`src/rtl/rn_flow_pkg.sv`:
```
package rn_flow_pkg;

    typedef enum logic [2:0] {
        ST_IDLE    = 3'd0,
        ST_RUN     = 3'd1,
        ST_BLOCK   = 3'd2,
        ST_UNBLOCK = 3'd3,
        ST_SQUASH  = 3'd4
    } rn_state_e;

endpackage

```
`src/rtl/rn_skid_fifo.sv`:
```
module rn_skid_fifo #(
    parameter int DEPTH = 4,
    parameter int GW    = 15,
    localparam int PW   = (DEPTH > 1) ? $clog2(DEPTH) : 1,
    localparam int OW   = $clog2(DEPTH + 1)
) (
    input  logic          clk,
    input  logic          rst_n,
    input  logic          clear,
    input  logic          push,
    input  logic          pop,
    input  logic [GW-1:0] din,
    output logic [GW-1:0] dout,
    output logic [OW-1:0] occ,
    output logic          empty,
    output logic          full
);

    logic [GW-1:0] mem [DEPTH];
    logic [PW-1:0] rd_q, wr_q;
    logic          do_push, do_pop;

    function automatic logic [PW-1:0] bump(input logic [PW-1:0] p);
        return (p == PW'(DEPTH - 1)) ? '0 : p + PW'(1);
    endfunction

    assign empty   = (occ == '0);
    assign full    = (occ == OW'(DEPTH));
    assign do_pop  = pop && !empty;
    assign do_push = push && (!full || do_pop);
    assign dout    = mem[rd_q];

    always_ff @(posedge clk or negedge rst_n) begin
        if (!rst_n) begin
            rd_q <= '0;
            wr_q <= '0;
            occ  <= '0;
        end else if (clear) begin
            rd_q <= '0;
            wr_q <= '0;
            occ  <= '0;
        end else begin
            if (do_push) wr_q <= bump(wr_q);
            if (do_pop)  rd_q <= bump(rd_q);
            if (do_push && !do_pop)      occ <= occ + OW'(1);
            else if (do_pop && !do_push) occ <= occ - OW'(1);
        end
    end

    always_ff @(posedge clk) begin
        if (do_push && !clear) mem[wr_q] <= din;
    end

    p_no_overflow_r4: assert property (@(posedge clk) disable iff (!rst_n)
        (push && !pop && !clear) |-> !full)
        else $error("skid buffer overflow");

    p_clear_empties_r7: assert property (@(posedge clk) disable iff (!rst_n)
        clear |=> empty)
        else $error("skid buffer not emptied by clear");

endmodule

```
`src/rtl/rn_slot_sched.sv`:
```
module rn_slot_sched #(
    parameter int LANES = 4,
    parameter int CW    = 3,
    parameter int DST_W = 2,
    parameter int CNT_W = 8
) (
    input  logic [CW-1:0]          grp_cnt,
    input  logic [CW-1:0]          base,
    input  logic [CW-1:0]          lim,
    input  logic [LANES-1:0]       skip,
    input  logic [LANES*DST_W-1:0] dst,
    input  logic [CNT_W-1:0]       preg_free,
    output logic [LANES-1:0]       mask,
    output logic [CW-1:0]          used
);

    always_comb begin
        logic [CNT_W-1:0] left;
        logic [CNT_W-1:0] need;
        logic             stop;
        mask = '0;
        used = '0;
        left = preg_free;
        stop = 1'b0;
        for (int j = 0; j < LANES; j++) begin
            need = {{(CNT_W-DST_W){1'b0}}, dst[j*DST_W +: DST_W]};
            if (!stop && j >= int'(base) && j < int'(grp_cnt) && used < lim) begin
                if (skip[j]) begin
                    used = used + CW'(1);
                end else if (left < need) begin
                    stop = 1'b1;
                end else begin
                    mask[j] = 1'b1;
                    left    = left - need;
                    used    = used + CW'(1);
                end
            end
        end
    end

endmodule

```
`src/rtl/rename_flow_ctrl.sv`:
```
module rename_flow_ctrl
    import rn_flow_pkg::*;
#(
    parameter int LANES      = 4,
    parameter int SKID_DEPTH = 4,
    parameter int FB_DELAY   = 1,
    parameter int CNT_W      = 8,
    parameter int DST_W      = 2,
    localparam int CW        = $clog2(LANES + 1)
) (
    input  logic                   clk,
    input  logic                   rst_n,
    input  logic [CW-1:0]          dec_count,
    input  logic [LANES-1:0]       dec_skip,
    input  logic [LANES*DST_W-1:0] dec_dst,
    input  logic                   iew_stall,
    input  logic                   cmt_stall,
    input  logic                   squash,
    input  logic                   rob_unwind,
    input  logic [CNT_W-1:0]       rob_free,
    input  logic [CNT_W-1:0]       iq_free,
    input  logic [CNT_W-1:0]       preg_free,
    output logic [LANES-1:0]       out_mask,
    output logic                   out_from_skid,
    output logic                   stall_up,
    output logic [2:0]             state_o
);

    localparam int SW      = CNT_W + 2;
    localparam int RESERVE = LANES * FB_DELAY;
    localparam int GW      = LANES * DST_W + LANES + CW;
    localparam int OW      = $clog2(SKID_DEPTH + 1);

    rn_state_e state_q, state_n;
    logic [CW-1:0] off_q, off_n;

    logic sq, stall_dn;
    logic f_push, f_pop, f_clr, f_empty, f_full;
    logic [OW-1:0] f_occ;
    logic [GW-1:0] f_dout;

    logic [CW-1:0]          fr_cnt;
    logic [LANES-1:0]       fr_skip;
    logic [LANES*DST_W-1:0] fr_dst;

    logic                   use_skid;
    logic [CW-1:0]          src_cnt, base, avail, lim, used;
    logic [LANES-1:0]       src_skip, sched_mask;
    logic [LANES*DST_W-1:0] src_dst;

    logic signed [SW-1:0] rob_cr, iq_cr, min_cr, avail_s;
    logic rob_ok, iq_ok, min_ok, partial, run_cycle, release_ok;

    assign sq       = squash | rob_unwind;
    assign stall_dn = iew_stall | cmt_stall;

    // ---------------- credit arithmetic ----------------
    assign rob_cr  = $signed({2'b00, rob_free}) - $signed(SW'(RESERVE));
    assign iq_cr   = $signed({2'b00, iq_free})  - $signed(SW'(RESERVE));
    assign min_cr  = (rob_cr < iq_cr) ? rob_cr : iq_cr;
    assign rob_ok  = !rob_cr[SW-1] && (rob_cr != '0);
    assign iq_ok   = !iq_cr[SW-1]  && (iq_cr  != '0);
    assign min_ok  = rob_ok && iq_ok;

    // ---------------- source group selection ----------------
    assign fr_cnt   = f_dout[CW-1:0];
    assign fr_skip  = f_dout[CW +: LANES];
    assign fr_dst   = f_dout[CW+LANES +: LANES*DST_W];

    assign use_skid = (state_q == ST_UNBLOCK);
    assign src_cnt  = use_skid ? fr_cnt  : dec_count;
    assign src_skip = use_skid ? fr_skip : dec_skip;
    assign src_dst  = use_skid ? fr_dst  : dec_dst;
    assign base     = use_skid ? off_q   : '0;
    assign avail    = src_cnt - base;
    assign avail_s  = $signed({{(SW-CW){1'b0}}, avail});

    always_comb begin
        if (!min_ok)              lim = '0;
        else if (min_cr >= avail_s) lim = avail;
        else                      lim = CW'(min_cr);
    end

    rn_slot_sched #(
        .LANES (LANES),
        .CW    (CW),
        .DST_W (DST_W),
        .CNT_W (CNT_W)
    ) u_sched (
        .grp_cnt   (src_cnt),
        .base      (base),
        .lim       (lim),
        .skip      (src_skip),
        .dst       (src_dst),
        .preg_free (preg_free),
        .mask      (sched_mask),
        .used      (used)
    );

    assign partial    = (used < avail);
    assign release_ok = !stall_dn && min_ok && (preg_free != '0);
    assign run_cycle  = !sq && !stall_dn &&
                        ((((state_q == ST_IDLE) || (state_q == ST_RUN)) && (dec_count != '0)) ||
                         (state_q == ST_UNBLOCK));

    rn_skid_fifo #(
        .DEPTH (SKID_DEPTH),
        .GW    (GW)
    ) u_skid (
        .clk   (clk),
        .rst_n (rst_n),
        .clear (f_clr),
        .push  (f_push),
        .pop   (f_pop),
        .din   ({dec_dst, dec_skip, dec_count}),
        .dout  (f_dout),
        .occ   (f_occ),
        .empty (f_empty),
        .full  (f_full)
    );

    // ---------------- next-state logic ----------------
    always_comb begin
        state_n = state_q;
        off_n   = off_q;
        f_push  = 1'b0;
        f_pop   = 1'b0;
        f_clr   = 1'b0;
        if (sq) begin
            state_n = ST_SQUASH;
            off_n   = '0;
            f_clr   = 1'b1;
        end else begin
            unique case (state_q)
                ST_IDLE, ST_RUN: begin
                    if (dec_count != '0) begin
                        if (stall_dn) begin
                            f_push  = 1'b1;
                            off_n   = '0;
                            state_n = ST_BLOCK;
                        end else if (partial) begin
                            f_push  = 1'b1;
                            off_n   = used;
                            state_n = ST_BLOCK;
                        end else begin
                            off_n   = '0;
                            state_n = ST_RUN;
                        end
                    end
                end
                ST_BLOCK: begin
                    f_push = (dec_count != '0);
                    if (release_ok) state_n = ST_UNBLOCK;
                end
                ST_UNBLOCK: begin
                    f_push = (dec_count != '0);
                    if (stall_dn) begin
                        state_n = ST_BLOCK;
                    end else if (partial) begin
                        off_n   = off_q + used;
                        state_n = ST_BLOCK;
                    end else begin
                        f_pop   = 1'b1;
                        off_n   = '0;
                        state_n = ((f_occ == OW'(1)) && !f_push) ? ST_RUN : ST_UNBLOCK;
                    end
                end
                ST_SQUASH: state_n = ST_RUN;
                default:   state_n = ST_IDLE;
            endcase
        end
    end

    // ---------------- state register ----------------
    always_ff @(posedge clk or negedge rst_n) begin
        if (!rst_n) begin
            state_q <= ST_IDLE;
            off_q   <= '0;
        end else begin
            state_q <= state_n;
            off_q   <= off_n;
        end
    end

    // ---------------- outputs ----------------
    always_comb begin
        out_mask      = run_cycle ? sched_mask : '0;
        out_from_skid = run_cycle && use_skid;
        stall_up      = (state_q == ST_BLOCK) || (state_q == ST_UNBLOCK);
        state_o       = state_q;
    end

    // ---------------- assertions ----------------
    p_no_credit_r2: assert property (@(posedge clk) disable iff (!rst_n)
        !min_ok |-> (out_mask == '0))
        else $error("issue without credit");

    p_drain_release_r5: assert property (@(posedge clk) disable iff (!rst_n)
        $fell(stall_up) |-> f_empty)
        else $error("stall released with parked groups");

    p_squash_enter_r7: assert property (@(posedge clk) disable iff (!rst_n)
        sq |=> ((state_q == ST_SQUASH) && f_empty && (off_q == '0)))
        else $error("squash not taken");

    p_run_offset_r10: assert property (@(posedge clk) disable iff (!rst_n)
        (state_q == ST_RUN) |-> (off_q == '0))
        else $error("stale offset in running state");

    p_unblock_nonempty_r5: assert property (@(posedge clk) disable iff (!rst_n)
        (state_q == ST_UNBLOCK) |-> !f_empty)
        else $error("unblocking with empty skid buffer");

endmodule

```
`config.mk`:
```
export PLATFORM = sky130hd
export DESIGN_NAME = rename_flow_ctrl
export DESIGN_NICKNAME = d
export VERILOG_FILES = /design/src/rtl/rn_flow_pkg.sv /design/src/rtl/rn_skid_fifo.sv /design/src/rtl/rn_slot_sched.sv /design/src/rtl/rename_flow_ctrl.sv
export SDC_FILE = /design/constraint.sdc
export NUM_CORES = 1
export LEC_CHECK = 0
export BUFFER_PORTS_ARGS = -buffer_cell sky130_fd_sc_hd__clkbuf_2
export CORE_AREA = 2 2 115 145
export DETAILED_ROUTE_END_ITERATION = 10
export DIE_AREA = 0 0 117 147
export PLACE_DENSITY = 0.66
export SYNTH_ARGS = -nofsm -noshare
export SYNTH_HDL_FRONTEND = slang
export SYNTH_SLANG_ARGS = --single-unit
```
`constraint.sdc`:
```
create_clock -name clk -period 12.1 [get_ports clk]
set_input_delay 0 -clock clk [delete_from_list [all_inputs] [get_ports clk]]
set_output_delay 0 -clock clk [all_outputs]
set_load 0.02 [all_outputs]
```
# After elaboration in Yosys (flattened, before gate mapping)
# Memory sizes are Yosys's and may differ from the RTL's.
# Index checks and enable logic that the tools add are counted.
[word_totals]
memories = 1
ramBits = 60
in_bits = 45
out_inout_bits = 9
register_bits = 13
[memory_table]
columns = ["memory", "words", "word_bits", "read_ports", "rd_clocked_by_memory_dff", "wr", "line_no", "source"]
rows = [
  ["u_skid.mem", 4, 15, 1, 0, 1, "rn_skid_fifo.sv:19", "logic [GW-1:0] mem [DEPTH];"],
]
[op_classes]
bitwise_logic = 2
n_addsub = 14
n_lt_le_gt_ge = 19
eq_ne = 11
muxes = 87
reduce_logical = 57
[ops]
columns = ["op", "count"]
rows = [
  ["$mux 3", 27],
  ["$mux 8", 10],
  ["$mux 1", 33],
  ["$lt 8x2->1", 4],
  ["$logic_and 1x1->1", 26],
  ["$sub 8x2->8", 3],
  ["$mux 2", 11],
  ["$reduce_bool 10->1", 2],
  ["$sub 8x3->9 const B", 2],
  ["$logic_not 1->1", 13],
  ["$add 3x1->3 const B", 4],
  ["$lt 3x3->1", 4],
  ["$pmux 3 s4", 1],
  ["$ge 10x4->1", 1],
  ["$mux 10", 1],
  ["$lt 1x3->1 const A", 3],
  ["$lt 9x9->1", 1],
  ["$ne 3x3->1 const B", 3],
  ["$reduce_bool 3->1", 3],
  ["$mux 4", 2],
  ["$reduce_bool 8->1", 1],
  ["$eq 3x1->1 const B", 2],
  ["$eq 3x2->1 const B", 2],
  ["$eq 3x3->1 const B", 2],
  ["17 further kinds", 29],
]

# Longest topological paths before layout
[logic_depth]
word_depth = 37
mapped_depth = 51

# Modules after synthesis
# A second synthesis with hierarchy kept.
[hier_totals]
hier_cells = 603
area_unflattened_um2 = 5949.5
[modules_own_cells]
columns = ["module", "cells_each", "area_each_um2", "n_inst"]
rows = [
  ["rn_skid_fifo", 140, 2753.9, 1],
  ["rename_flow_ctrl", 238, 1639.1, 1],
  ["rn_slot_sched", 225, 1556.5, 1],
]

# Worst setup path before layout
# Ideal clock, no wire load.
[synth_path]
path_kind = "flip-flop to flip-flop"
from = "reg state_q[2], in the netlist state_o[2]"
to = "mem u_skid.mem[3][0], enable pin"
n_path_buf = 4
synth_period_minus_slack_ps = 11045
stages_incl_launch_ff = 44
t_arrival_ps = 10673
setup_slack_ps = 1055
path_cell_list = "dfrtp_1 -> and3b_1 -> clkbuf_1 -> buf_1 -> clkbuf_1 -> and2_1 -> ha_1 -> inv_1 -> fa_1 -> inv_1 -> ha_1 -> a21o_1 -> a211oi_1 -> o211ai_1 -> nand3_1 -> mux2i_1 -> clkbuf_1 -> nor3_1 -> (+8 left out) -> o2111ai_4 -> o21ai_1 -> mux2i_1 -> inv_1 -> ha_1 -> a2111oi_0 -> o21ai_0 -> nor3_1 -> nand2_1 -> nor2_1 -> mux2_2 -> ha_1 -> or2_2 -> o22a_1 -> o311ai_2 -> nand2_2 -> a31oi_4 -> and2_1"
[synth_via]
elab_chain_cells = 35
word_cells_on_any_way = 96
[synth_rtl]
columns = ["item", "line_no", "source"]
rows = [
  ["start, declared", "rename_flow_ctrl.sv:34", "rn_state_e state_q, state_n;"],
  ["start signal, assigned", "rename_flow_ctrl.sv:180", "state_q <= state_n;"],
  ["branches (longest 31 deep; another with $ge 10x4->1)", "-", ""],
  ["$logic_and 1x1->1 *", "rn_skid_fifo.sv:30", "assign do_push = push && (!full || do_pop);"],
  ["$logic_and 1x1->1 *", "rn_skid_fifo.sv:51", "if (do_push && !clear) mem[wr_q] <= din;"],
  ["$mux 1 *", "rn_skid_fifo.sv:51", ""],
  ["$mux 1 (implied by the code) *", "rn_skid_fifo.sv:51", ""],
  ["end, declared", "rn_skid_fifo.sv:19", ""],
]
# Every way passes the cells marked *.

# Worst setup path in the final report
[layout_path]
from = "reg u_skid.rd_q[0]"
to = "mem u_skid.mem[0][13], enable pin"
[layout_via]
elab_chain_cells = 35
word_cells_on_any_way = 86
[layout_rtl]
columns = ["item", "line_no", "source"]
rows = [
  ["start, declared", "rn_skid_fifo.sv:20", "logic [PW-1:0] rd_q, wr_q;"],
  ["start signal, assigned", "rn_skid_fifo.sv:44", "if (do_pop) rd_q <= bump(rd_q);"],
  ["$mem_v2 4x15 *", "-", ""],
  ["branches (longest 23 deep; another with $ge 10x4->1)", "-", ""],
  ["$lt 3x3->1 *", "rename_flow_ctrl.sv:100", "assign partial = (used < avail);"],
  ["branches (longest 6 deep; another with $pmux 1 s2)", "-", ""],
  ["$logic_and 1x1->1 *", "rn_skid_fifo.sv:30", ""],
  ["$logic_and 1x1->1 *", "rn_skid_fifo.sv:51", ""],
  ["$mux 1 *", "rn_skid_fifo.sv:51", ""],
  ["$mux 1 (implied by the code) *", "rn_skid_fifo.sv:51", ""],
]
# Marks and branches as above.

==> flow_metrics.py <==
metrics = {
    "setup_path": {
        "max_stage_delay_ps": 580,
        "worstSetupStartpointType": "flip-flop",
        "cpMostUsedCell": "ha_1",
        "crit_arrival_ps": 11170,
        "crit_slowest_cell": "mux4_2",
        "required_ps": 12120,
        "criticalPathCategory": "reg2reg",
        "critPathCaptureType": "flip-flop",
        "cp_max_fo": 15,
        "reg2reg_slack_ps": 950,
    },
    "synthesis": {
        "synthTopCellsByArea": "edfxtp_1 29%, ha_1 8.2%, mux4_2 5.4%",
        "synth_common_cells": "60 x edfxtp_1, 60 x nand2_1, 50 x nor2_1, 41 x ha_1, 38 x inv_1",
        "yosysWarningCount": 0,
        "yosysTopAreaCell": "edfxtp_1",
        "yosysSeqAreaShare": 0.340,
        "synth-seq-cells": 73,
        "yosysTopAreaCellShare": 0.288,
        "synthFlopType": "edfxtp_1",
        "syn_area_per_cell_um2": 9.91,
        "syn_area_mm2": 0.00626,
        "syn_nets": 722,
        "yosysUniqueCellTypes": 89,
        "async_reset_ff_frac": 0.178,
        "synth-edff-count": 60,
        "syn_inst": 631,
    },
    "timing": {
        "finalHoldViolCount": 0,
        "grt_setup_unrepaired": "no",
        "fin_crit_ps": 11150,
        "clock_skew_ps": 5.70,
        "max_clock_freq_mhz": 89.7,
        "period_share": 0.922,
        "slew_violations": 0,
        "setup_violations": 0,
        "slew_headroom": 0.478,
        "worstMarginPinSlew_ps": 780,
        "fin_ws_ps": 948,
        "fin_setup_tns_ps": 0,
    },
    "clock_tree": {
        "cts_setup_buffers": 0,
        "cts_sinks": 73,
        "numCtsBuffers": 9,
        "ctsRootBufferMaster": "clkbuf_16",
        "cts_tree": "built",
        "ctsHtreeMaxLevel": 3,
        "insertion_delay_ps": 330,
        "cts.path.max_buffers": 2,
        "cts.clk_slew.worst_paths_ps": 60,
    },
    "cells_and_area": {
        "multi_input_area_mm2": 0.00394,
        "fin_util": 0.453,
        "syn_to_final_growth_pct": 15.5,
        "fillers": 1474,
        "nNetsFinal": 791,
        "drive_above_1_share": 0.194,
        "num_antenna_cells": 0,
        "register_area_mm2": 0.00213,
    },
    "placement": {
        "io_buffers": 53,
        "dpl_worst_slack_ps": 64.2,
        "place.gp.congestion": 0.888,
        "place.detailed.hpwl_um": 13000,
    },
    "power_and_ir_drop": {
        "power.density_mw_per_mm2": 99.9,
        "power.total_mw": 0.722,
        "peakVddDrop_mv": 0.153,
        "p_leak_nw": 2.76,
    },
    "run_status": {
        "status": "complete, no violations",
    },
    "die": {
        "die_w_um": 117,
        "fp.dieH_um": 147,
        "boundaryPins": 54,
        "fp-row-count": 52,
        "core_area_mm2": 0.0159,
        "initial_core_util": 0.392,
        "die_area_mm2": 0.0172,
    },
    "drt": {
        "firstDrtPassIters": 6,
        "routed_via_density": 5.83,
        "routedWlPerCell_um": 17.6,
        "num_vias": 5366,
        "routed_wirelength_um": 16200,
        "drc_errors": 0,
        "drtIter0Drc": 257,
        "ant_nets": 0,
    },
    "grt": {
        "grt_pass1_vias": 5232,
        "grt_max_degree": 26,
        "antenna_found_initial": 0,
        "grt_usage": 0.191,
        "grt.overflow.total": 0,
        "grt_pass1_wl_um": 25900,
    },
    "run": {
        "max-cap-violations": 0,
    },
    "hold_path": {
        "min_path_type": "in2reg",
    },
}
through the flow:
| step | instances | area (um^2) | hold WS (ps) |
|---|---|---|---|
| 2_1_floorplan | 631 | 6260 | -296 |
| 3_3_place_gp | 889 | 6760 | -80.6 |
| 3_5_place_dp | 889 | 6760 | -74.2 |
| 4_1_cts | 921 | 7200 | 12.5 |
| 5_1_grt | 921 | 7220 | 28.2 |
| 6_report | 921 | 7220 | 18.3 |
worst paths after layout:
path / start / end / cells past startpoint
hold reg to reg: u_skid.occ[1] / u_skid.occ[1] / 1
min in group asynchronous: rst_n / state_o[2] / 2
setup / recovery: u_skid.rd_q[0] / u_skid.mem[0][13] / 39
setup reg to reg: u_skid.rd_q[0] / u_skid.mem[0][13] / 39
max in group asynchronous: rst_n / off_q[2] / 2
hold / removal: dec_count[1] / u_skid.mem[2][1] / 1
layout by cell type, fill, tap and decap left out, types with 7 or more instances in the layout:
| cell type | Yosys | layout |
|---|---|---|
| dfrtp_1 | 13 | 13 |
| nor4_1 | 11 | 11 |
| inv_1 | 38 | 38 |
| nand2_1 | 60 | 60 |
| nor3b_1 | 7 | 7 |
| mux4_2 | 15 | 15 |
| a211oi_1 | 9 | 8 |
| clkbuf_2 | 0 | 53 |
| dlygate4sd3_1 | 0 | 16 |
| mux2i_1 | 21 | 21 |
| o21ai_0 | 19 | 19 |
| xnor2_1 | 13 | 13 |
| nor3_1 | 21 | 21 |
| o211ai_1 | 8 | 8 |
| a21oi_1 | 26 | 26 |
| nand3_1 | 16 | 16 |
| o22ai_1 | 9 | 9 |
| edfxtp_1 | 60 | 60 |
| nand4_1 | 10 | 10 |
| mux2_2 | 13 | 13 |
| ha_1 | 41 | 41 |
| nor2_1 | 50 | 50 |
| clkbuf_16 | 0 | 9 |
repair_timing:
action / CTS / global route
hold buffers: 16 / 0
endpoints found under the setup margin: 0 / 65
hold endpoints to repair: 66 / 0
gates resized for setup: 0 / 12
logic make-up after synthesis:
family,count (synthesis),synth area share
and+or+nand+nor,234,0.196
adders and majority gates,46,0.0980
AOI/OAI and AO/OA,150,0.183
buffers and inverters,55,0.0344
DFF,73,0.340
muxes,53,0.120
xor gates and xnor gates,20,0.0292
registers in the layout (all words and copies together) (netlist names):
signal and count:
u_skid.occ 3, u_skid.mem 60, u_skid.rd_q 2, u_skid.wr_q 2, off_q 3, state_o 3
worst max-delay path, delay by kind of cell, from the launching register on:
| kind | cells | cell delay, ps |
|---|---|---|
| flip-flops | 1 | 450 |
| XOR/XNOR | 1 | 290 |
| AND/OR/NAND/NOR | 11 | 2290 |
| AO/OA/AOI/OAI | 10 | 2670 |
| adder cells (fa/ha/maj) | 7 | 2370 |
| buffers and inverters | 4 | 550 |
| multiplexers | 6 | 2210 |
power breakdown:
part | leakage, nW | total, mW | internal [mW] | switching, mW
sequential | 0.717 | 0.277 | 0.275 | 0.00229
clock | 0.126 | 0.237 | 0.140 | 0.0974
combinational | 1.92 | 0.207 | 0.0831 | 0.124
total | 2.76 | 0.722 | 0.498 | 0.224
final cells by class:
cell class / count / share of cell area
multi-input cells: 503 / 0.545
flip-flops and latches: 73 / 0.294
repair buffers: 75 / 0.0657
well taps: 216 / 0.0374
clock buffers: 11 / 0.0322
inverters: 38 / 0.0197
clock inverters: 5 / 0.00572
metal layers:
metal,GRT usage,part of all wire
met1,0.233,0.42
met2,0.326,0.50
met3,0.0268,0.037
met4,0.0929,0.043
met5,0,0
Power figures use the tool's default switching activity.
